`src/rtl/lrpd_pkg.sv`:
```
package lrpd_pkg;

    // Source of the acquisition clock
    typedef enum logic {
        ACQ_INTERNAL = 1'b0,
        ACQ_EXTERNAL = 1'b1
    } acq_src_e;

endpackage

```
`src/rtl/lrpd_acq_gen.sv`:
```
// Acquisition clock generation: either the base clock halved, or an
// external clock resampled in the base domain. Emits a one-cycle tick on
// every rising edge of the produced acquisition clock.
module lrpd_acq_gen
    import lrpd_pkg::*;
(
    input  logic clk_i,
    input  logic rst_ni,
    input  logic sel_ext_i,
    input  logic ext_acq_clk_i,
    output logic acq_clk_o,
    output logic tick_o
);

    typedef struct packed {
        logic acq;
    } acq_state_t;

    acq_state_t st_d, st_q;
    acq_src_e   src;

    always_comb begin
        src  = sel_ext_i ? ACQ_EXTERNAL : ACQ_INTERNAL;
        st_d = st_q;
        case (src)
            ACQ_INTERNAL: st_d.acq = ~st_q.acq;
            ACQ_EXTERNAL: st_d.acq = ext_acq_clk_i;
            default:      st_d.acq = 1'b0;
        endcase
        // tick marks the base edge where the acquisition clock rises
        tick_o = st_d.acq & ~st_q.acq;
    end

    always_ff @(posedge clk_i or negedge rst_ni) begin
        if (!rst_ni) begin
            st_q <= '0;
        end else begin
            st_q <= st_d;
        end
    end

    assign acq_clk_o = st_q.acq;

endmodule

```
`src/rtl/lrpd_line_div.sv`:
```
// Line counter: counts acquisition ticks modulo LINE_LEN (a power of two).
// The reference is high during the first half of each line.
module lrpd_line_div #(
    parameter int LINE_LEN = 1024,
    localparam int LW      = $clog2(LINE_LEN)
) (
    input  logic          clk_i,
    input  logic          rst_ni,
    input  logic          tick_i,
    output logic [LW-1:0] count_o,
    output logic          line_ref_o
);

    typedef struct packed {
        logic [LW-1:0] cnt;
    } div_state_t;

    div_state_t st_d, st_q;

    always_comb begin
        st_d = st_q;
        if (tick_i) begin
            // natural wrap: LINE_LEN is a power of two
            st_d.cnt = st_q.cnt + 1'b1;
        end
    end

    always_ff @(posedge clk_i or negedge rst_ni) begin
        if (!rst_ni) begin
            st_q <= '0;
        end else begin
            st_q <= st_d;
        end
    end

    assign count_o    = st_q.cnt;
    assign line_ref_o = ~st_q.cnt[LW-1];

endmodule

```
`src/rtl/lrpd_sync_edge.sv`:
```
// Sync input synchroniser and rising-edge detector, advanced only on
// acquisition ticks. rise_o is asserted in the base cycle of the tick at
// which the synchronised level is first seen high.
module lrpd_sync_edge #(
    parameter int STAGES = 2
) (
    input  logic clk_i,
    input  logic rst_ni,
    input  logic tick_i,
    input  logic hsync_i,
    output logic rise_o
);

    typedef struct packed {
        logic [STAGES-1:0] pipe;
        logic              prev;
    } sync_state_t;

    sync_state_t         st_d, st_q;
    logic [STAGES:0]     shifted;

    always_comb begin
        st_d    = st_q;
        shifted = {st_q.pipe, hsync_i};
        if (tick_i) begin
            st_d.pipe = shifted[STAGES-1:0];
            st_d.prev = st_q.pipe[STAGES-1];
        end
        rise_o = tick_i & st_q.pipe[STAGES-1] & ~st_q.prev;
    end

    always_ff @(posedge clk_i or negedge rst_ni) begin
        if (!rst_ni) begin
            st_q <= '0;
        end else begin
            st_q <= st_d;
        end
    end

endmodule

```
`src/rtl/lrpd_phase_meas.sv`:
```
// Converts the line count at a detected sync edge into a signed phase
// error, removes the synchroniser latency, and supervises missing syncs.
module lrpd_phase_meas #(
    parameter int LINE_LEN    = 1024,
    parameter int SYNC_STAGES = 2,
    localparam int LW         = $clog2(LINE_LEN),
    localparam int ERR_W      = LW + 1
) (
    input  logic             clk_i,
    input  logic             rst_ni,
    input  logic             tick_i,
    input  logic             rise_i,
    input  logic [LW-1:0]    count_i,
    output logic [ERR_W-1:0] phase_err_o,
    output logic             err_valid_o,
    output logic             sync_missing_o
);

    localparam logic [LW-1:0] LATENCY   = LW'(SYNC_STAGES);
    localparam logic [LW-1:0] MISS_LAST = LW'(LINE_LEN - 1);

    typedef struct packed {
        logic [ERR_W-1:0] err;
        logic             valid;
        logic             missing;
        logic [LW-1:0]    idle;
    } meas_state_t;

    meas_state_t   st_d, st_q;
    logic [LW-1:0] err_raw;

    always_comb begin
        st_d       = st_q;
        st_d.valid = 1'b0;
        // count at detection is (first-sample count + latency); negate
        // the first-sample count modulo the line length
        err_raw    = LATENCY - count_i;
        if (tick_i) begin
            if (rise_i) begin
                st_d.err     = {err_raw[LW-1], err_raw};
                st_d.valid   = 1'b1;
                st_d.missing = 1'b0;
                st_d.idle    = '0;
            end else if (st_q.idle == MISS_LAST) begin
                st_d.missing = 1'b1;
            end else begin
                st_d.idle = st_q.idle + 1'b1;
            end
        end
    end

    always_ff @(posedge clk_i or negedge rst_ni) begin
        if (!rst_ni) begin
            st_q <= '0;
        end else begin
            st_q <= st_d;
        end
    end

    assign phase_err_o    = st_q.err;
    assign err_valid_o    = st_q.valid;
    assign sync_missing_o = st_q.missing;

endmodule

```
`src/rtl/line_ref_phase_det.sv`:
```
// Top: acquisition clock source, line reference divider, sync edge
// detection and digital phase comparison.
module line_ref_phase_det #(
    parameter int LINE_LEN    = 1024,
    parameter int SYNC_STAGES = 2,
    localparam int LW         = $clog2(LINE_LEN),
    localparam int ERR_W      = LW + 1
) (
    input  logic             clk_base_i,
    input  logic             rst_ni,
    input  logic             sel_ext_i,
    input  logic             ext_acq_clk_i,
    input  logic             hsync_i,
    output logic             acq_clk_o,
    output logic             line_ref_o,
    output logic [ERR_W-1:0] phase_err_o,
    output logic             err_valid_o,
    output logic             sync_missing_o
);

    logic          tick;
    logic          rise;
    logic [LW-1:0] line_count;

    lrpd_acq_gen u_acq_gen (
        .clk_i         (clk_base_i),
        .rst_ni        (rst_ni),
        .sel_ext_i     (sel_ext_i),
        .ext_acq_clk_i (ext_acq_clk_i),
        .acq_clk_o     (acq_clk_o),
        .tick_o        (tick)
    );

    lrpd_line_div #(
        .LINE_LEN (LINE_LEN)
    ) u_line_div (
        .clk_i      (clk_base_i),
        .rst_ni     (rst_ni),
        .tick_i     (tick),
        .count_o    (line_count),
        .line_ref_o (line_ref_o)
    );

    lrpd_sync_edge #(
        .STAGES (SYNC_STAGES)
    ) u_sync_edge (
        .clk_i   (clk_base_i),
        .rst_ni  (rst_ni),
        .tick_i  (tick),
        .hsync_i (hsync_i),
        .rise_o  (rise)
    );

    lrpd_phase_meas #(
        .LINE_LEN    (LINE_LEN),
        .SYNC_STAGES (SYNC_STAGES)
    ) u_phase_meas (
        .clk_i          (clk_base_i),
        .rst_ni         (rst_ni),
        .tick_i         (tick),
        .rise_i         (rise),
        .count_i        (line_count),
        .phase_err_o    (phase_err_o),
        .err_valid_o    (err_valid_o),
        .sync_missing_o (sync_missing_o)
    );

endmodule

```
`config.mk`:
```
export PLATFORM = sky130hd
export DESIGN_NAME = line_ref_phase_det
export DESIGN_NICKNAME = d
export VERILOG_FILES = /design/src/rtl/lrpd_pkg.sv /design/src/rtl/lrpd_acq_gen.sv /design/src/rtl/lrpd_line_div.sv /design/src/rtl/lrpd_sync_edge.sv /design/src/rtl/lrpd_phase_meas.sv /design/src/rtl/line_ref_phase_det.sv
export SDC_FILE = /design/constraint.sdc
export NUM_CORES = 1
export LEC_CHECK = 0
export BUFFER_PORTS_ARGS = -buffer_cell sky130_fd_sc_hd__buf_2
export CORE_ASPECT_RATIO = 1.75
export CORE_MARGIN = 3
export CORE_UTILIZATION = 41
export DETAILED_ROUTE_END_ITERATION = 6
export SLEW_MARGIN = 20
export SYNTH_ARGS = -nofsm -noshare
export SYNTH_HDL_FRONTEND = slang
export SYNTH_HIERARCHICAL = 1
export SYNTH_SLANG_ARGS = --single-unit
```
`constraint.sdc`:
```
create_clock -name clk_base_i -period 2.6 [get_ports clk_base_i]
set_input_delay 0.52 -clock clk_base_i [delete_from_list [all_inputs] [get_ports clk_base_i]]
set_output_delay 0.52 -clock clk_base_i [all_outputs]
set_load 0.03 [all_outputs]
```
; ---- After elaboration in Yosys (flattened, before gate mapping)
; Index checks and enable logic that the tools add are counted.
[totals]
in_bits = 5
regBits = 36
out_inout_bits = 15
[op_classes]
eq_ne = 2
reduce_logical = 4
n_mux = 7
n_bitwise = 7
n_addsub = 3
[op_table]
columns = op, count
row1 = adder 10 x 1 -> 10 bit (second input constant), 2
row2 = two-way mux 12 bit, 1
row3 = two-way mux 11 bit, 1
row4 = equality test 10 bit (second input constant), 1
row5 = two-way mux 10 bit, 1
row6 = subtractor 2 x 10 -> 10 bit (first input constant), 1
row7 = AND reduction 2 bit, 3
row8 = inverter 1 bit, 4
row9 = AND 1 bit, 3
row10 = two-way mux 1 bit, 3
row11 = != test 2 bit (second input constant), 1
row12 = case mux 1 bit (2 select lines), 1
row13 = nonzero test 2 bit, 1

; ---- Logic depth before layout (Yosys ltp)
[logic_depth]
depth_word = 8
mapped_depth = 8

; ---- By module
; The synthesis kept the hierarchy.
[by_module_without_submodules]
columns = mod, seq_area_each_um2, area_per_inst_um2, n_inst, cells_each
row1 = lrpd_phase_meas, 550.5, 1237.4, 1, 129
row2 = lrpd_line_div, 250.2, 437.9, 1, 36
row3 = lrpd_sync_edge, 75.1, 118.9, 1, 7
row4 = lrpd_acq_gen, 25.0, 42.5, 1, 5

; ---- Worst setup path before layout
; OpenSTA, ideal clock, no wires.
[synth_timing]
path_kind = input to register
from = input ext_acq_clk_i
to = register u_phase_meas.st_q, in the netlist u_phase_meas/phase_err_o[2]
arrival_time_ps = 2138
slack_ps = 327
path_stages = 8
n_path_buf = 2
required_ps = 2465
cell_sequence = inv_1 > a21oi_1 > and3b_2 > clkbuf_1 > nand2_1 > clkbuf_1 > nand2_1 > o21ai_0
[synth_between]
elab_chain_len = 5
[synth_lines]
columns = element, line
row1 = "start, declared", line_ref_phase_det.sv:12  ; input logic ext_acq_clk_i,
row2 = case mux 1 bit (2 select lines), lrpd_acq_gen.sv:25  ; case (src)
row3 = AND 1 bit, lrpd_acq_gen.sv:31  ; tick_o = st_d.acq & ~st_q.acq;
row4 = net tick, line_ref_phase_det.sv:21  ; logic tick;
row5 = AND 1 bit (2 in a row), lrpd_sync_edge.sv:29  ; rise_o = tick_i & st_q.pipe[STAGES-1] & ~st_q.prev;
row6 = net rise, line_ref_phase_det.sv:22  ; logic rise;
row7 = AND reduction 2 bit (no source line), -
row8 = "end signal, assigned", lrpd_phase_meas.sv:56  ; st_q <= st_d;
row9 = "end, declared", lrpd_phase_meas.sv:29  ; meas_state_t st_d, st_q;
; The timed path passes the listed nets, and every way through them passes these cells.
; A chain may end at the register's enable or synchronous reset.

; ---- Worst setup path after layout
[layout_timing]
from = register u_phase_meas/st_q[0] (netlist name)
to = register u_phase_meas/st_q[7] (netlist name)
[layout_between]
elab_chain_len = 3
word_cells_on_any_way = 6
classes_between = add/sub: 1 / eq/ne: 2 / mux: 2 / reduce/logical: 1
[layout_lines]
columns = element, line
row1 = adder 10 x 1 -> 10 bit / equality test 10 bit (equally long branches), "lrpd_phase_meas.sv:47, lrpd_phase_meas.sv:44"
row2 = two-way mux 10 bit / != test 2 bit (equally long branches), -
row3 = two-way mux 11 bit / AND reduction 2 bit (equally long branches), -
; Several ways; a longest one is shown, not always the timed one. The select of a mux whose other input is x is not followed.

==> results_dict.tcl <==
set metrics [dict create \
    cp-start-kind "register" \
    drc 0 \
    antenna_left 0 \
    seq_area_frac_synth 0.490 \
    setup_viol_count_final 0 \
    cts_root_buffer "clkbuf_8" \
    seq_area_um2 901 \
    nNetsFinal 197 \
    p_leak_uw 0.000978 \
    reg2regPathDepth 5 \
    synth-seq-cells 36 \
    synthSimpleGateAreaFrac 0.181 \
    grt_overflow 0 \
    crit_path_end_kind "register" \
    hold_slack_ns 0.311 \
    mostFrequentLayoutCells "dfrtp_1 (36), buf_2 (19), nand2_1 (18)" \
    core_area_um2 4230 \
    setup_tns_ns 0 \
    synthCells 177 \
    hold_violations 0 \
    fin_util 0.471 \
    met2_usage 0.238 \
    dpl_cell_area_um2 1910 \
    dieArea_um2 5350 \
    clkLatencyLatePin_ns 0.28 \
    dp_slack_ns 0.760 \
    cap_violations 0 \
    final_common_cell "dfrtp_1" \
    synth_cell_types 35 \
    clk_pin_slew_ns 0.07 \
    maxClockFrequency_mhz 588 \
    hold_class "in -> async" \
    grt.met3_usage 0.0315 \
    synth_top_family_by_area "simple AND/OR/NAND/NOR gates" \
    ctsHoldBuffers 0 \
    synthMuxAreaShare 0.0307 \
    synth-xor-area-share 0.0811 \
    grt_use_met1 0.160 \
    yosys.area_share.adder 0.0204 \
    power.density_nw_per_um2 1030 \
    drt_wl_total_um 3260 \
    grt_max_degree 37 \
    worstPathCellList "ha_1 > and2_1 > nand3_1 > a311o_1 > o211ai_1" \
    drt_iter0_markers 24 \
    track_usage 0.137 \
    slowest_stage "dfrtp_1" \
    nFillCells 411 \
    slew-limit-headroom 0.483 \
    worst_pin_slew_ns 0.776 \
    multi_input_area_um2 816 \
    hpwl_um 2300 \
    cts_tree "done" \
    globalplace.congestion 0.778 \
    grt_setup_unrepaired "false" \
    initial_core_util 0.434 \
    clockBufferDepth 2 \
    period_minus_slack_ns 1.70 \
    antenna_found_initial 0 \
    max_stage_delay_ns 0.47 \
    dieHeight_um 94.5 \
    drive_gt1_frac 0.228 \
    cts_buffers 5 \
    cts_setup_buffers 0 \
    status "finished, final reports clean" \
    post_cts_resized 0 \
    syn_nets 185 \
    netlist_area_um2 1840 \
    finalInstanceArea_um2 1990 \
    irDropWorstVdd_mv 0.555 \
    worstPathRequired_ns 2.80 \
    port_buffers 19 \
    layout_setup_ws_ns 0.900 \
    cts.htree.levels 2 \
    firstDrtPassIters 4 \
    diodes 0 \
    rows 31 \
    critical_path_class "reg -> reg" \
    wire_per_inst_um 13.7 \
    vias 1250 \
    synth.avg_cell_area_um2 10.4 \
    cts_num_sinks 36 \
    die_w_um 56.6 \
    grt_pass1_wl_um 5830 \
    ios 20 \
    viasPerCell 5.25 \
    area_growth_pct 8.45 \
    grt_busiest_layer "met2" \
    slew_violations 0 \
    yosys_warnings 6 \
    crit_path_max_fanout 7 \
    crit_arrival_ns 1.89 \
    synth_compound_area_frac 0.129 \
    final.setup_skew_ns 0.00548 \
    finalCritPeriodShare 0.654 \
    grt_pass1_vias 1267 \
]
report_power, final:
part | leakage, uW | switching (uW) | internal, uW | total [uW]
clock | 0.0000400 | 186 | 181 | 367
sequential | 0.000453 | 210 | 731 | 941
combinational | 0.000486 | 444 | 305 | 749
total | 0.000978 | 840 | 1220 | 2060
flip-flops by register name, indices dropped and copies added (netlist names):
| name | cells |
|---|---|
| u_phase_meas/err_valid_o | 1 |
| u_sync_edge/st_q | 1 |
| u_acq_gen/acq_clk_o | 1 |
| u_phase_meas/sync_missing_o | 1 |
| u_phase_meas/st_q | 10 |
| u_phase_meas/phase_err_o | 10 |
| u_line_div/count_o | 10 |
| u_sync_edge/shifted | 2 |
synth_stat cells:
cell	n	area (um^2)
o21ai_1	4	20.0
nor3_1	3	15.0
inv_1	6	22.5
nand3_1	3	15.0
xnor2_1	6	52.6
and2_1	2	12.5
a31o_2	2	17.5
o31ai_1	1	7.51
nand2_1	18	67.6
and3_1	5	31.3
a21oi_1	8	40.0
nor2_1	7	26.3
and3b_2	1	10.0
nor4_2	1	12.5
nor2b_1	2	12.5
and4_1	3	26.3
dfrtp_1	36	901
a41oi_1	2	17.5
o21ai_0	8	40.0
clkbuf_1	5	18.8
mux2_2	5	56.3
nor4_4	1	21.3
a21o_1	3	22.5
nand4_1	5	31.3
nand4_2	1	12.5
buf_4	11	82.6
nor3_2	2	20.0
o211ai_1	1	7.51
a311o_1	1	10.0
o221ai_1	2	17.5
or4_4	1	11.3
a31oi_1	6	37.5
ha_1	3	37.5
xor2_1	11	96.3
or3_1	1	6.26
worst max-delay path: cells and delay by family (launching register included):
| kind | cells | cell delay (ns) |
|---|---|---|
| and+or+nand+nor | 2 | 0.42 |
| DFF | 1 | 0.47 |
| adders and majority gates | 1 | 0.26 |
| AOI/OAI and AO/OA | 2 | 0.47 |
logic make-up (layout without fill, tap and decap cells):
family,after synthesis,after routing
adder cells (fa/ha/maj),3,3
AO/OA/AOI/OAI,38,38
XOR/XNOR,17,17
multiplexers,5,5
buffers and inverters,22,34
AND/OR/NAND/NOR,56,56
flip-flops,36,36
worst paths after layout:
check	start	endpoint	slack, ns
setup / recovery	u_phase_meas/st_q[0]$_DFFE_PN0P_	u_phase_meas/st_q[7]$_DFFE_PN0P_	0.90
hold / removal	rst_ni	u_phase_meas/st_q[8]$_DFFE_PN0P_	0.31
min in group clk_base_i	sel_ext_i	u_acq_gen/acq_clk_o$_DFF_PN0_	0.47
max in group asynchronous	rst_ni	u_line_div/count_o[3]$_DFFE_PN0P_	1.79
hold reg to reg	u_phase_meas/st_q[4]$_DFFE_PN0P_	u_phase_meas/st_q[4]$_DFFE_PN0P_	0.49
setup reg to reg	u_phase_meas/st_q[0]$_DFFE_PN0P_	u_phase_meas/st_q[7]$_DFFE_PN0P_	0.90
per-stage QoR:
step	power [uW]	std cells
finish	2060	238
global route	2210	238
CTS	2090	238
detailed placement	1710	231
global placement	1690	231
floorplan	1600	177
routing by layer:
layer / up-vias / share of wire / routed length [um]
met2: 14 / 0.52 / 1700
met1: 591 / 0.44 / 1440
met3: 2 / 0.027 / 87
met5: - / 0 / 0
met4: 0 / 0.0095 / 31
li1: 643 / - / -
cell type report:
type                    count  area share
flip-flops and latches     36       0.452
repair buffers             21      0.0553
multi-input cells         119       0.410
clock inverters             2     0.00628
well taps                  49      0.0308
inverters                   6      0.0113
clock buffers               5      0.0345
(Power assumes the default switching activity.)
